`config.mk`:
```
export PLATFORM = sky130hd
export DESIGN_NAME = stseq_top
export DESIGN_NICKNAME = d
export VERILOG_FILES = /design/src/rtl/stseq_pkg.sv /design/src/rtl/stseq_token_chain.sv /design/src/rtl/stseq_var_reg.sv /design/src/rtl/stseq_stmt_alu.sv /design/src/rtl/stseq_top.sv
export SDC_FILE = /design/constraint.sdc
export NUM_CORES = 1
export LEC_CHECK = 0
export CAP_MARGIN = 20
export CORE_MARGIN = 2
export CORE_UTILIZATION = 50
export CTS_CLUSTER_SIZE = 10
export DETAILED_ROUTE_END_ITERATION = 7
export HOLD_SLACK_MARGIN = 0.12
export PLACE_DENSITY = 0.75
export SLEW_MARGIN = 20
export SYNTH_ARGS = -nofsm -noshare
export SYNTH_HDL_FRONTEND = slang
export SYNTH_SLANG_ARGS = --single-unit
```
`constraint.sdc`:
```
create_clock -name clk -period 5.85 [get_ports clk]
set_clock_uncertainty 0.2 [all_clocks]
set_input_delay 1.755 -clock clk [delete_from_list [all_inputs] [get_ports clk]]
set_output_delay 1.755 -clock clk [all_outputs]
set_load 0.1 [all_outputs]
```
`src/rtl/stseq_pkg.sv`:
```
package stseq_pkg;
   // statement positions in the token chain; order is the program order
   localparam int ST_FY   = 0;   // y := f(x)
   localparam int ST_GZ   = 1;   // z := g(y)
   localparam int ST_HX   = 2;   // x := h(z), then branch on cond
   localparam int ST_THEN = 3;   // y := x + z
   localparam int ST_ELSE = 4;   // y := x - z
   localparam int ST_LOOP = 5;   // x := x + y || y := x
   localparam int ST_FIN  = 6;   // final, holds token
   localparam int NSTMT   = 7;
   localparam int NSRC_X  = 2;
   localparam int NSRC_Y  = 4;
   localparam int NSRC_Z  = 1;
endpackage

```
`src/rtl/stseq_token_chain.sv`:
```
module stseq_token_chain
   import stseq_pkg::*;
(
   input  logic             clk,
   input  logic             rst_n,
   input  logic             start,
   input  logic             cond,
   output logic [NSTMT-1:0] en
);
   logic [NSTMT-1:0] nx;
   logic             busy;

   assign busy = |en[ST_LOOP:ST_FY];

   always_comb begin
      nx          = '0;
      nx[ST_FY]   = start & ~busy;
      nx[ST_GZ]   = en[ST_FY];
      nx[ST_HX]   = en[ST_GZ];
      nx[ST_THEN] = en[ST_HX] & cond;
      nx[ST_ELSE] = en[ST_HX] & ~cond;
      nx[ST_LOOP] = en[ST_THEN] | en[ST_ELSE] | (en[ST_LOOP] & ~cond);
      nx[ST_FIN]  = (en[ST_LOOP] & cond) | (en[ST_FIN] & ~nx[ST_FY]);
   end

   always_ff @(posedge clk) begin
      if (!rst_n) en <= '0;
      else        en <= nx;
   end

   AST_TOKEN_ONEHOT: assert property (@(posedge clk) disable iff (!rst_n) $onehot0(en));
   AST_CHAIN_STEP: assert property (@(posedge clk) disable iff (!rst_n) en[ST_FY] |=> en[ST_GZ]);
   AST_START_IDLE: assert property (@(posedge clk) disable iff (!rst_n) (start && !busy) |=> en[ST_FY]);
   AST_START_BUSY: assert property (@(posedge clk) disable iff (!rst_n) busy |=> !en[ST_FY]);
   AST_BRANCH_THEN: assert property (@(posedge clk) disable iff (!rst_n) (en[ST_HX] && cond) |=> en[ST_THEN]);
   AST_BRANCH_ELSE: assert property (@(posedge clk) disable iff (!rst_n) (en[ST_HX] && !cond) |=> en[ST_ELSE]);
   AST_LOOP_AGAIN: assert property (@(posedge clk) disable iff (!rst_n) (en[ST_LOOP] && !cond) |=> en[ST_LOOP]);
   AST_LOOP_EXIT: assert property (@(posedge clk) disable iff (!rst_n) (en[ST_LOOP] && cond) |=> en[ST_FIN]);
   AST_FIN_HOLD: assert property (@(posedge clk) disable iff (!rst_n) (en[ST_FIN] && !start) |=> en[ST_FIN]);
   AST_FIN_RESTART: assert property (@(posedge clk) disable iff (!rst_n) (en[ST_FIN] && start) |=> en[ST_FY]);
endmodule

```
`src/rtl/stseq_var_reg.sv`:
```
module stseq_var_reg #(
   parameter int W    = 8,
   parameter int NSRC = 2
) (
   input  logic                     clk,
   input  logic                     rst_n,
   input  logic [NSRC-1:0]          sel,
   input  logic [NSRC-1:0][W-1:0]   src,
   output logic [W-1:0]             q
);
   logic [W-1:0] d;
   logic         load;

   if (W < 1)    $error("stseq_var_reg: W must be at least 1");
   if (NSRC < 1) $error("stseq_var_reg: NSRC must be at least 1");

   assign load = |sel;

   if (NSRC == 1) begin : g_single
      assign d = src[0];
   end else begin : g_mux
      // AND-OR select driven straight from the one-hot statement enables
      always_comb begin
         d = '0;
         for (int i = 0; i < NSRC; i++)
            d = d | (src[i] & {W{sel[i]}});
      end
   end

   always_ff @(posedge clk) begin
      if (!rst_n)    q <= '0;
      else if (load) q <= d;
   end

   AST_SEL_ONEHOT: assert property (@(posedge clk) disable iff (!rst_n) $onehot0(sel));
   AST_IDLE_HOLD: assert property (@(posedge clk) disable iff (!rst_n) !load |=> $stable(q));
endmodule

```
`src/rtl/stseq_stmt_alu.sv`:
```
module stseq_stmt_alu #(
   parameter int W     = 8,
   parameter int F_ADD = 53,
   parameter int G_XOR = 165,
   parameter int H_ROT = 3
) (
   input  logic [W-1:0] x,
   input  logic [W-1:0] y,
   input  logic [W-1:0] z,
   output logic [W-1:0] f_out,
   output logic [W-1:0] g_out,
   output logic [W-1:0] h_out,
   output logic [W-1:0] then_out,
   output logic [W-1:0] else_out,
   output logic [W-1:0] loop_x
);
   localparam logic [W-1:0] KF = W'(F_ADD);
   localparam logic [W-1:0] KG = W'(G_XOR);

   if (H_ROT < 0 || H_ROT >= W) $error("stseq_stmt_alu: H_ROT must be in 0..W-1");

   assign f_out    = x + KF;
   assign g_out    = y ^ KG;
   assign then_out = x + z;
   assign else_out = x - z;
   assign loop_x   = x + y;

   if (H_ROT == 0) begin : g_norot
      assign h_out = z;
   end else begin : g_rot
      assign h_out = {z[W-1-H_ROT:0], z[W-1:W-H_ROT]};
   end
endmodule

```
`src/rtl/stseq_top.sv`:
```
module stseq_top
   import stseq_pkg::*;
#(
   parameter int W     = 8,
   parameter int F_ADD = 53,
   parameter int G_XOR = 165,
   parameter int H_ROT = 3
) (
   input  logic             clk,
   input  logic             rst_n,
   input  logic             start,
   input  logic             cond,
   output logic [NSTMT-1:0] stmt_en,
   output logic             done,
   output logic [W-1:0]     var_x,
   output logic [W-1:0]     var_y,
   output logic [W-1:0]     var_z
);
   localparam logic [W-1:0] KF = W'(F_ADD);

   if (W < 2) $error("stseq_top: W must be at least 2");

   logic [NSTMT-1:0] en;
   logic [W-1:0]     f_out, g_out, h_out, then_out, else_out, loop_x;

   stseq_token_chain u_chain (
      .clk   (clk),
      .rst_n (rst_n),
      .start (start),
      .cond  (cond),
      .en    (en)
   );

   stseq_stmt_alu #(.W(W), .F_ADD(F_ADD), .G_XOR(G_XOR), .H_ROT(H_ROT)) u_alu (
      .x        (var_x),
      .y        (var_y),
      .z        (var_z),
      .f_out    (f_out),
      .g_out    (g_out),
      .h_out    (h_out),
      .then_out (then_out),
      .else_out (else_out),
      .loop_x   (loop_x)
   );

   stseq_var_reg #(.W(W), .NSRC(NSRC_X)) u_reg_x (
      .clk   (clk),
      .rst_n (rst_n),
      .sel   ({en[ST_LOOP], en[ST_HX]}),
      .src   ({loop_x, h_out}),
      .q     (var_x)
   );

   stseq_var_reg #(.W(W), .NSRC(NSRC_Y)) u_reg_y (
      .clk   (clk),
      .rst_n (rst_n),
      .sel   ({en[ST_LOOP], en[ST_ELSE], en[ST_THEN], en[ST_FY]}),
      .src   ({var_x, else_out, then_out, f_out}),
      .q     (var_y)
   );

   stseq_var_reg #(.W(W), .NSRC(NSRC_Z)) u_reg_z (
      .clk   (clk),
      .rst_n (rst_n),
      .sel   (en[ST_GZ]),
      .src   (g_out),
      .q     (var_z)
   );

   assign stmt_en = en;
   assign done    = en[ST_FIN];

   AST_F_LOAD: assert property (@(posedge clk) disable iff (!rst_n) en[ST_FY] |=> (var_y == W'($past(var_x) + KF)));
   AST_PAR_OLD: assert property (@(posedge clk) disable iff (!rst_n) en[ST_LOOP] |=> (var_y == $past(var_x)));
   AST_PAR_SUM: assert property (@(posedge clk) disable iff (!rst_n) en[ST_LOOP] |=> (var_x == W'($past(var_x) + $past(var_y))));
   AST_Z_HOLD: assert property (@(posedge clk) disable iff (!rst_n) !en[ST_GZ] |=> $stable(var_z));
endmodule

```
==> results of run 1 <==
==> kinds of logic after synthesis <==
group,Yosys count,share of synthesized area (%)
compound gates,91,24.9
simple gates,89,19.8
buf+inv,39,7.40
flops,31,26.4
fa+ha+maj,25,14.3
xor+xnor,9,3.35
mux,9,3.94
==> cell usage in the layout (no fill, tap or decap), types with 6 or more instances in the layout <==
cell type         n
clkdlybuf4s50_1  35
dfxtp_1          31
nor2_1           29
a21oi_1          28
ha_1             22
o21ai_0          21
inv_1            17
nand2_1          16
a22oi_1          10
nor2b_1           8
a211oi_1          7
mux2i_1           7
nand2b_1          6
nand3_1           6
clkbuf_8          6
==> per-layer routing <==
layer,GRT usage [%],wire [um]
met2,41.0,2840
met3,3.47,258
met1,33.7,2770
met5,0,0
met4,8.02,104
==> metrics by stage <==
step | util (%) | hold WS (ns) | total power, W | worst slack, ns | area [um^2]
global placement | 59.7 | 0.297 | 0.000365 | 1.73 | 2660
global route | 61.7 | 0.350 | 0.000549 | 1.32 | 2740
finish | 61.7 | 0.320 | 0.000530 | 1.40 | 2740
floorplan | - | 0.310 | 0.000340 | 2.52 | 2350
CTS | 61.7 | 0.316 | 0.000531 | 1.41 | 2740
detailed placement | 59.7 | 0.308 | 0.000366 | 1.72 | 2660
==> power breakdown <==
part / switching (W) / total, W / internal (W)
Combinational: 0.0000896 / 0.000128 / 0.0000380
Clock: 0.0000757 / 0.000168 / 0.0000921
Sequential: 0.0000154 / 0.000234 / 0.000219
Total: 0.000181 / 0.000530 / 0.000349
==> worst reg2reg max path, cell delays in order, from the launching register on <==
cell and delay, ns:
dfxtp_1 0.65, ha_1 0.33, nor2b_1 0.15, o31a_1 0.28
nor4_2 0.15, a21oi_1 0.09, or4b_1 0.52, a41oi_2 0.14
==> worst paths after layout <==
check | from | to | slack, ns | depth (start not counted)
max | u_chain.en[5] | stmt_en[5] | 1.40 | 1
min | u_reg_y.q[0] | u_reg_z.q[0] | 0.32 | 1
max reg2reg | u_reg_x.q[1] | u_reg_y.q[7] | 3.28 | 7
min reg2reg | u_reg_y.q[0] | u_reg_z.q[0] | 0.32 | 1
==> area by class of cell <==
cell class                 instances  share of cell area (%)
multi-input combinational        223                    56.7
sequential                        31                    22.6
timing repair buffer              35                    12.8
clock buffer                       6                    3.01
tap                               52                    2.37
inverter                          17                    2.33
clock inverter                     1                   0.182
==> state kept, by name (all words and copies together), names as in the netlist <==
signal and count:
u_chain.en 7, u_reg_x.q 8, u_reg_y.q 8, u_reg_z.q 8
==> run metrics, run 1 <==
CTS sink cnt 31; most instantiated cells after synthesis 31 x dfxtp_1, 29 x nor2_1, 28 x a21oi_1; crit share post-route 76.1%; Synth Flop Type dfxtp_1; crit end category output port; CP max FO 27; CP max stage delay between 1 and 1.5 ns; # setup viols final 0; Die Area 0.00526 mm^2; gpl congestion 0.786; Arrival @ worst endpoint approximately 2.5 ns; Avg Cell Area, Syn 8.02 um^2; layout cells sized above 1 about 4.2%; Pleak approximately 1.0 nW; top cell type's share of synthesized area about a quarter; Power Dens Cells about 190 mW/mm^2; Core Region around 0.0044 mm^2; WP data required just under 4 ns; WP buf/inv 1; starting density of the core around 53%; Hold Buf Count CTS 0; # IOs 36; Post-DP HPWL roughly 4400 um; All-Layer GR Usage around a quarter; Post-synth EDFFs 0; Synth cell types 46; cts bufs inserted 5; Crit-path slowest cell clkdlybuf4s50_1; Slew @ Worst Pin between 0.9 and 1 ns; Clock Root Buffer clkbuf_8; total area of sequential cells roughly 620 um^2; sequential share of the synthesized area between 20% and 30%; Crit path max-delay family buffers and inverters; initial antenna violation count 0; clk buf depth 2; Die Ht 72.6 um; Post-Syn Area 0.00235 mm^2; fmax 225 MHz; post-synthesis net count ~320; pin count of the biggest net entering global routing 28; Final Max Tran Viols 0; most frequent cell after synthesis dfxtp_1; post-cts resize count 0; Post-Route WL between 5000 and 6000 um; Vias/cell 6.04; headroom to the max-slew limit between 30 and 40%; Multi-input gate area 0.00156 mm^2; Crit Path Class flop to output port; post-route ant nets 0; fin crit period roughly 4.5 ns; Synth Register Bits 31; Max VDD drop between 0.1 and 0.15 mV; vias in the first global route approximately 2,100; Ys Warns 0; first-pass GRT wire length roughly 10,000 um; Clock Latency Late Sink between 0.2 and 0.3 ns; Max-cap violations 0; via count around 2,200; Post CTS Setup Buffer Count 0; Hold Crit Class flop to flop; Post-Synthesis Cells 293; Async SR Flop Fraction 0%; CTS H-tree depth 2; Area Overhead vs Synth 16.7%; DR DRC count 0; TritonRoute pass-1 iters 4; Die Wd 72.6 um; Rows 24; clock-pin slew on the worst setup and hold paths around 0.070 ns; area leader, netlist dfxtp_1; Iter 0 DRT Violations ~150; GR Overflow Total 0; RSZ-0062 raised after global routing false; placed cells around 360; fin cells between 300 and 400; IO Port Bufs 35; per-cell routed wire length approximately 16 um; dominant cells by area after synthesis dfxtp_1 26%, ha_1 12%, a21oi_1 6.0%; Fillers roughly 430; # diodes 0; Startpoint Class flop; nets@finish between 300 and 400; TritonCTS clock tree yes; status completed; final hold viol count 0; setup_tns 0 ns; worst path cell trace clkdlybuf4s50_1
No activity file was read; power rests on OpenSTA's default activity.
==> run 2: changes to the inputs <==
==> constraint.sdc (replaced) <==
create_clock -name clk -period 4.35 [get_ports clk]
set_clock_uncertainty 0.2 [all_clocks]
set_input_delay 1.305 -clock clk [delete_from_list [all_inputs] [get_ports clk]]
set_output_delay 1.305 -clock clk [all_outputs]
set_load 0.1 [all_outputs]
==> run 2 against run 1 <==
Clock power grew 27%. Sequential power increased by 34%. Power rose by 32%. Flip-flop and latch count is the same. Combinational power grew 36%. Worst hold slack worse by 0.0069 ns. Die area unchanged. First-iteration DRC count down 3.4%. Register-to-register slack worse by 1.5 ns. Setup slack worse by 0.49 ns. Non-clock buffer count up 1. Global-route usage decreased by 0.46 points. Critical endpoint is now var_z[2].
==> run metrics, run 2 (synthesized netlist as in run 1, its figures left out) <==
reg2reg path depth 7; met1 wire length between 2000 and 3000 um; initial antenna violation count 0; vias in the first global route 2,032; Final Max Tran Viols 0; Clock Root Buffer clkbuf_8; fmax 291 MHz; Startpoint Class flop; TritonCTS clock tree yes; gpl congestion 0.805; post-route ant nets 0; Die Wd ~73 um; layout cells sized above 1 roughly 8.9%; pin count of the biggest net entering global routing 27; Rows 24; post-layout util between 60% and 70%; setup_tns 0 ns; CP max FO 5; # setup viols final 0; hold path cells 1; worst path cell trace clkdlybuf4s50_1; Post CTS Setup Buffer Count 0; Hold Buf Count CTS 0; commonest non-fill, non-tap cell in the layout dfxtp_1; reg-to-reg critical path startpoint u_reg_x.q[1]; placed cells 359; DR WL met2 between 2000 and 3000 um; RSZ-0062 raised after global routing false; IO Port Bufs 35; headroom to the max-slew limit approximately a third; Core Region between 0.004 and 0.005 mm^2; Die Area approximately 0.0053 mm^2; registers with the most flip-flops u_reg_x.q: 8 flops, u_reg_y.q: 8 flops, u_reg_z.q: 8 flops; fin cells 367; Crit-path slowest cell clkdlybuf4s50_1; nets@finish roughly 340; crit share post-route roughly four fifths; Crit. Startpoint u_reg_z.q[2]; WP buf/inv 1; min-delay src u_reg_y.q[0]; DR DRC count 0; All-Layer GR Usage about a quarter; Top Layer Used met4; Crit Path Class flop to output port; Hold Crit Class flop to flop; # IOs 36; Max VDD drop roughly 0.15 mV; Max-cap violations 0; Die Ht just over 70 um; via count around 2,200; crit end category output port; clk buf depth 2; Fillers between 400 and 500; Vias/cell just over 6; Slew @ Worst Pin 0.979 ns; GR Overflow Total 0; Power Dens Cells ~260 mW/mm^2; CTS H-tree depth 2; clock-pin slew on the worst setup and hold paths ~0.06 ns; cts bufs inserted 5; Clock Latency Late Sink about 0.28 ns; fin crit period about 3.4 ns; Crit path max-delay family buffers and inverters; WP data required approximately 2.8 ns; post-cts resize count 0; Iter 0 DRT Violations about 140; Post-DP HPWL around 4500 um; Critical Path Stages 1; routed length on met3 397 um; TritonRoute pass-1 iters 4; Pleak roughly 1.1 nW; Area Overhead vs Synth 15.2%; first-pass GRT wire length 10,000 um; starting density of the core a little over half; status completed; per-cell routed wire length between 15 and 20 um; Arrival @ worst endpoint 1.93 ns; Post-Route WL ~6100 um; CP max stage delay ~1.2 ns; final hold viol count 0; # diodes 0; commonest non-fill, non-tap cells in the layout 31 x dfxtp_1, 29 x nor2_1, 28 x a21oi_1; CTS sink cnt 31
## run 2: cell types whose count changed in the layout (fill, tap and decap cells not counted)
cell | previous run | this run
clkdlybuf4s50_1 | 35 | 20
clkbuf_8 | 6 | 5
buf_4 | 0 | 16
clkbuf_1 | 0 | 2
## run 2: area by class of cell
type                       instances  area [um^2]  area share (%)
sequential                        31          621            22.9
inverter                          17         63.8            2.36
multi-input combinational        223         1560            57.5
clock buffer                       7         76.3            2.82
clock inverter                     1         5.00           0.185
tap                               52         65.1            2.40
timing repair buffer              36          320            11.8
## run 2: power by group
part           internal [W]  switching, W
clock network      0.000112      0.000102
logic             0.0000506      0.000123
registers          0.000294     0.0000191
## run 2: worst register-to-register path: stages (launching register included)
cell and delay (ns):
dfxtp_1 0.62, ha_1 0.32, nor2b_1 0.15, o31a_1 0.28, nor4_2 0.15, a21oi_1 0.08
or4b_1 0.52, a41oi_2 0.14
## run 2: metal layers
layer | vias up | GRT usage (%)
met5 | - | 0
li1 | 1093 | -
met3 | 9 | 4.58
met1 | 1040 | 34.4
met4 | 0 | 7.82
met2 | 80 | 38.0
## run 2: metrics by stage
| stage | instance area, um^2 | power (W) | hold slack [ns] | setup slack (ns) |
|---|---|---|---|---|
| after detailed placement | 2630 | 0.000492 | 0.306 | 1.13 |
| final | 2710 | 0.000702 | 0.314 | 0.910 |
| after CTS | 2710 | 0.000705 | 0.306 | 0.919 |
| after global routing | 2710 | 0.000731 | 0.342 | 0.885 |
| after floorplan | 2350 | 0.000457 | 0.310 | 1.29 |
| after global placement | 2630 | 0.000491 | 0.297 | 1.21 |
## run 2: worst paths after layout
check	slack, ns	endpoint
worst max-delay path	0.91	var_z[2]
worst min-delay path	0.31	u_reg_z.q[0]
worst max register to register	1.82	u_reg_y.q[7]
worst min register to register	0.31	u_reg_z.q[0]
==> run 3: changes to the inputs <==
--- a/config.mk
+++ b/config.mk
@@ -7,11 +7,11 @@
 export LEC_CHECK = 0
 export CAP_MARGIN = 20
 export CORE_MARGIN = 2
-export CORE_UTILIZATION = 50
+export CORE_UTILIZATION = 49
 export CTS_CLUSTER_SIZE = 10
 export DETAILED_ROUTE_END_ITERATION = 7
 export HOLD_SLACK_MARGIN = 0.12
-export PLACE_DENSITY = 0.75
+export PLACE_DENSITY = 0.76
 export SLEW_MARGIN = 20
 export SYNTH_ARGS = -nofsm -noshare
 export SYNTH_HDL_FRONTEND = slang
==> constraint.sdc (replaced) <==
create_clock -name clk -period 3 [get_ports clk]
set_clock_uncertainty 0.2 [all_clocks]
set_input_delay 0.9 -clock clk [delete_from_list [all_inputs] [get_ports clk]]
set_output_delay 0.9 -clock clk [all_outputs]
set_load 0.1 [all_outputs]
==> run 3 against run 2 <==
Sequential power increased by 44%. Wire length decreased by 0.18%. Non-clock buffer count up 9. Utilization down 1.6 points. Setup slack got worse by 0.35 ns. Clock-buffer cell count unchanged. Flip-flop and latch count did not move. Sequential share of layout area down 0.37 points. Register-to-register slack lost 1.3 ns.
==> run metrics, run 3 (synthesized netlist as in run 1, its figures left out) <==
Flop pwr share 44.2%; via count between 2,000 and 2,500; Power Dens Cells 369 mW/mm^2; Core Region about 0.0047 mm^2; crit end category flop; Area Overhead vs Synth 17.5%; initial antenna violation count 0; Max VDD drop 0.265 mV; placed cells 370; # diodes 0; commonest non-fill, non-tap cell in the layout buf_4; Die Wd between 70 and 80 um; Pleak 1.17 nW; Post-Route WL about 6100 um; nets@finish roughly 350; Sw Ratio 34.6%; Die Ht 73.3 um; post-cts resize count 0; Post-DP HPWL 4690 um; Rows 25; Final Max Tran Viols 0; Startpoint Class flop; Vias/cell slightly below 6; registers with the most flip-flops u_reg_x.q: 8 flops, u_reg_y.q: 8 flops, u_reg_z.q: 8 flops; Slew @ Worst Pin 0.756 ns; CTS H-tree depth 2; # IOs 36; Clock Root Buffer clkbuf_8; starting density of the core 50.4%; NetSw about 0.00035 W; Iter 0 DRT Violations 95; Hold Crit Class flop to flop; layout cells sized above 1 about 17%; # setup viols final 0; fin crit period approximately 2.4 ns; commonest non-fill, non-tap cells in the layout 40 x buf_4, 29 x nor2_1, 29 x dfxtp_1; RSZ-0062 raised after global routing false; cts bufs inserted 5; CTS sink cnt 31; vias in the first global route ~2,100; crit share post-route around four fifths; Hold Buf Count CTS 0; pin count of the biggest net entering global routing 16; TritonRoute pass-1 iters 4; Die Area between 0.005 and 0.006 mm^2; Post CTS Setup Buffer Count 0; first-pass GRT wire length 9930 um; setup_tns 0 ns; fmax approximately 410 MHz; clk buf depth 2; TritonCTS clock tree yes; IO Port Bufs 35; Arrival @ worst endpoint 2.44 ns; fin cells 378; All-Layer GR Usage a little under a quarter; post-route ant nets 0; Crit Path Class flop to flop; DR DRC count 0; Max-cap violations 0; CP max FO 8; clock-pin slew on the worst setup and hold paths roughly 0.07 ns; Comb pwr share around 26%; gpl congestion ~0.81; WP data required about 3.0 ns; status completed; GR Overflow Total 0; Clock Power Share a little under a third; Hold Slack 0.310 ns; per-cell routed wire length 16.1 um; headroom to the max-slew limit around half; Clock Latency Late Sink approximately 0.28 ns; final hold viol count 0; internal power around 0.00067 W
[run 3: area by class of cell]
| class | count | area, um^2 |
|---|---|---|
| Fill cell | 434 | 1900 |
| Sequential cell | 31 | 623 |
| Timing Repair Buffer | 45 | 370 |
| Multi-Input combinational cell | 223 | 1560 |
| Clock buffer | 7 | 76.3 |
| Tap cell | 54 | 67.6 |
| Inverter | 17 | 63.8 |
| Clock inverter | 1 | 5.00 |
[run 3: final timing paths]
| path | cells after the start | slack [ns] | startpoint | endpoint |
|---|---|---|---|---|
| setup / recovery | 8 | 0.56 | u_reg_x.q[0] | u_reg_x.q[6] |
| hold reg to reg | 1 | 0.31 | u_reg_y.q[0] | u_reg_z.q[0] |
| hold / removal | 1 | 0.31 | u_reg_y.q[0] | u_reg_z.q[0] |
| setup reg to reg | 8 | 0.56 | u_reg_x.q[0] | u_reg_x.q[6] |
[run 3: layer usage]
metal	vias up	track usage, %	part of all wire, %	wire length [um]
met3	16	3.29	3.6	217
met5	-	0	0	0
met2	64	40.3	48	2940
met4	0	10.3	2.7	161
li1	1110	-	-	-
met1	1040	30.6	45	2760
[run 3: critical path: stages, from the launching register on]
cell and delay [ns]:
dfxtp_1 0.40, ha_1 0.27, fa_1 0.41, a21o_1 0.17, a21oi_1 0.21, nor2b_1 0.07, o21ai_0 0.19, mux2_2 0.36
o211ai_1 0.08
[run 3: power groups by stage]
stage	Combinational, W	Clock, W	Sequential (W)
floorplan	0.000144	0	0.000518
global placement	0.000257	0	0.000458
detailed placement	0.000259	0	0.000458
CTS	0.000260	0.000317	0.000449
global route	0.000276	0.000333	0.000451
finish	0.000260	0.000308	0.000450
[run 3: through the flow]
stage	instance area, um^2	total power (W)	worst slack [ns]	util [%]
6_report	2760	0.00102	0.565	59.2
5_1_grt	2760	0.00106	0.396	59.2
4_1_cts	2760	0.00103	0.568	59.2
3_5_place_dp	2680	0.000717	0.536	57.5
3_3_place_gp	2680	0.000715	0.594	57.5
2_1_floorplan	2350	0.000663	0.0787	-
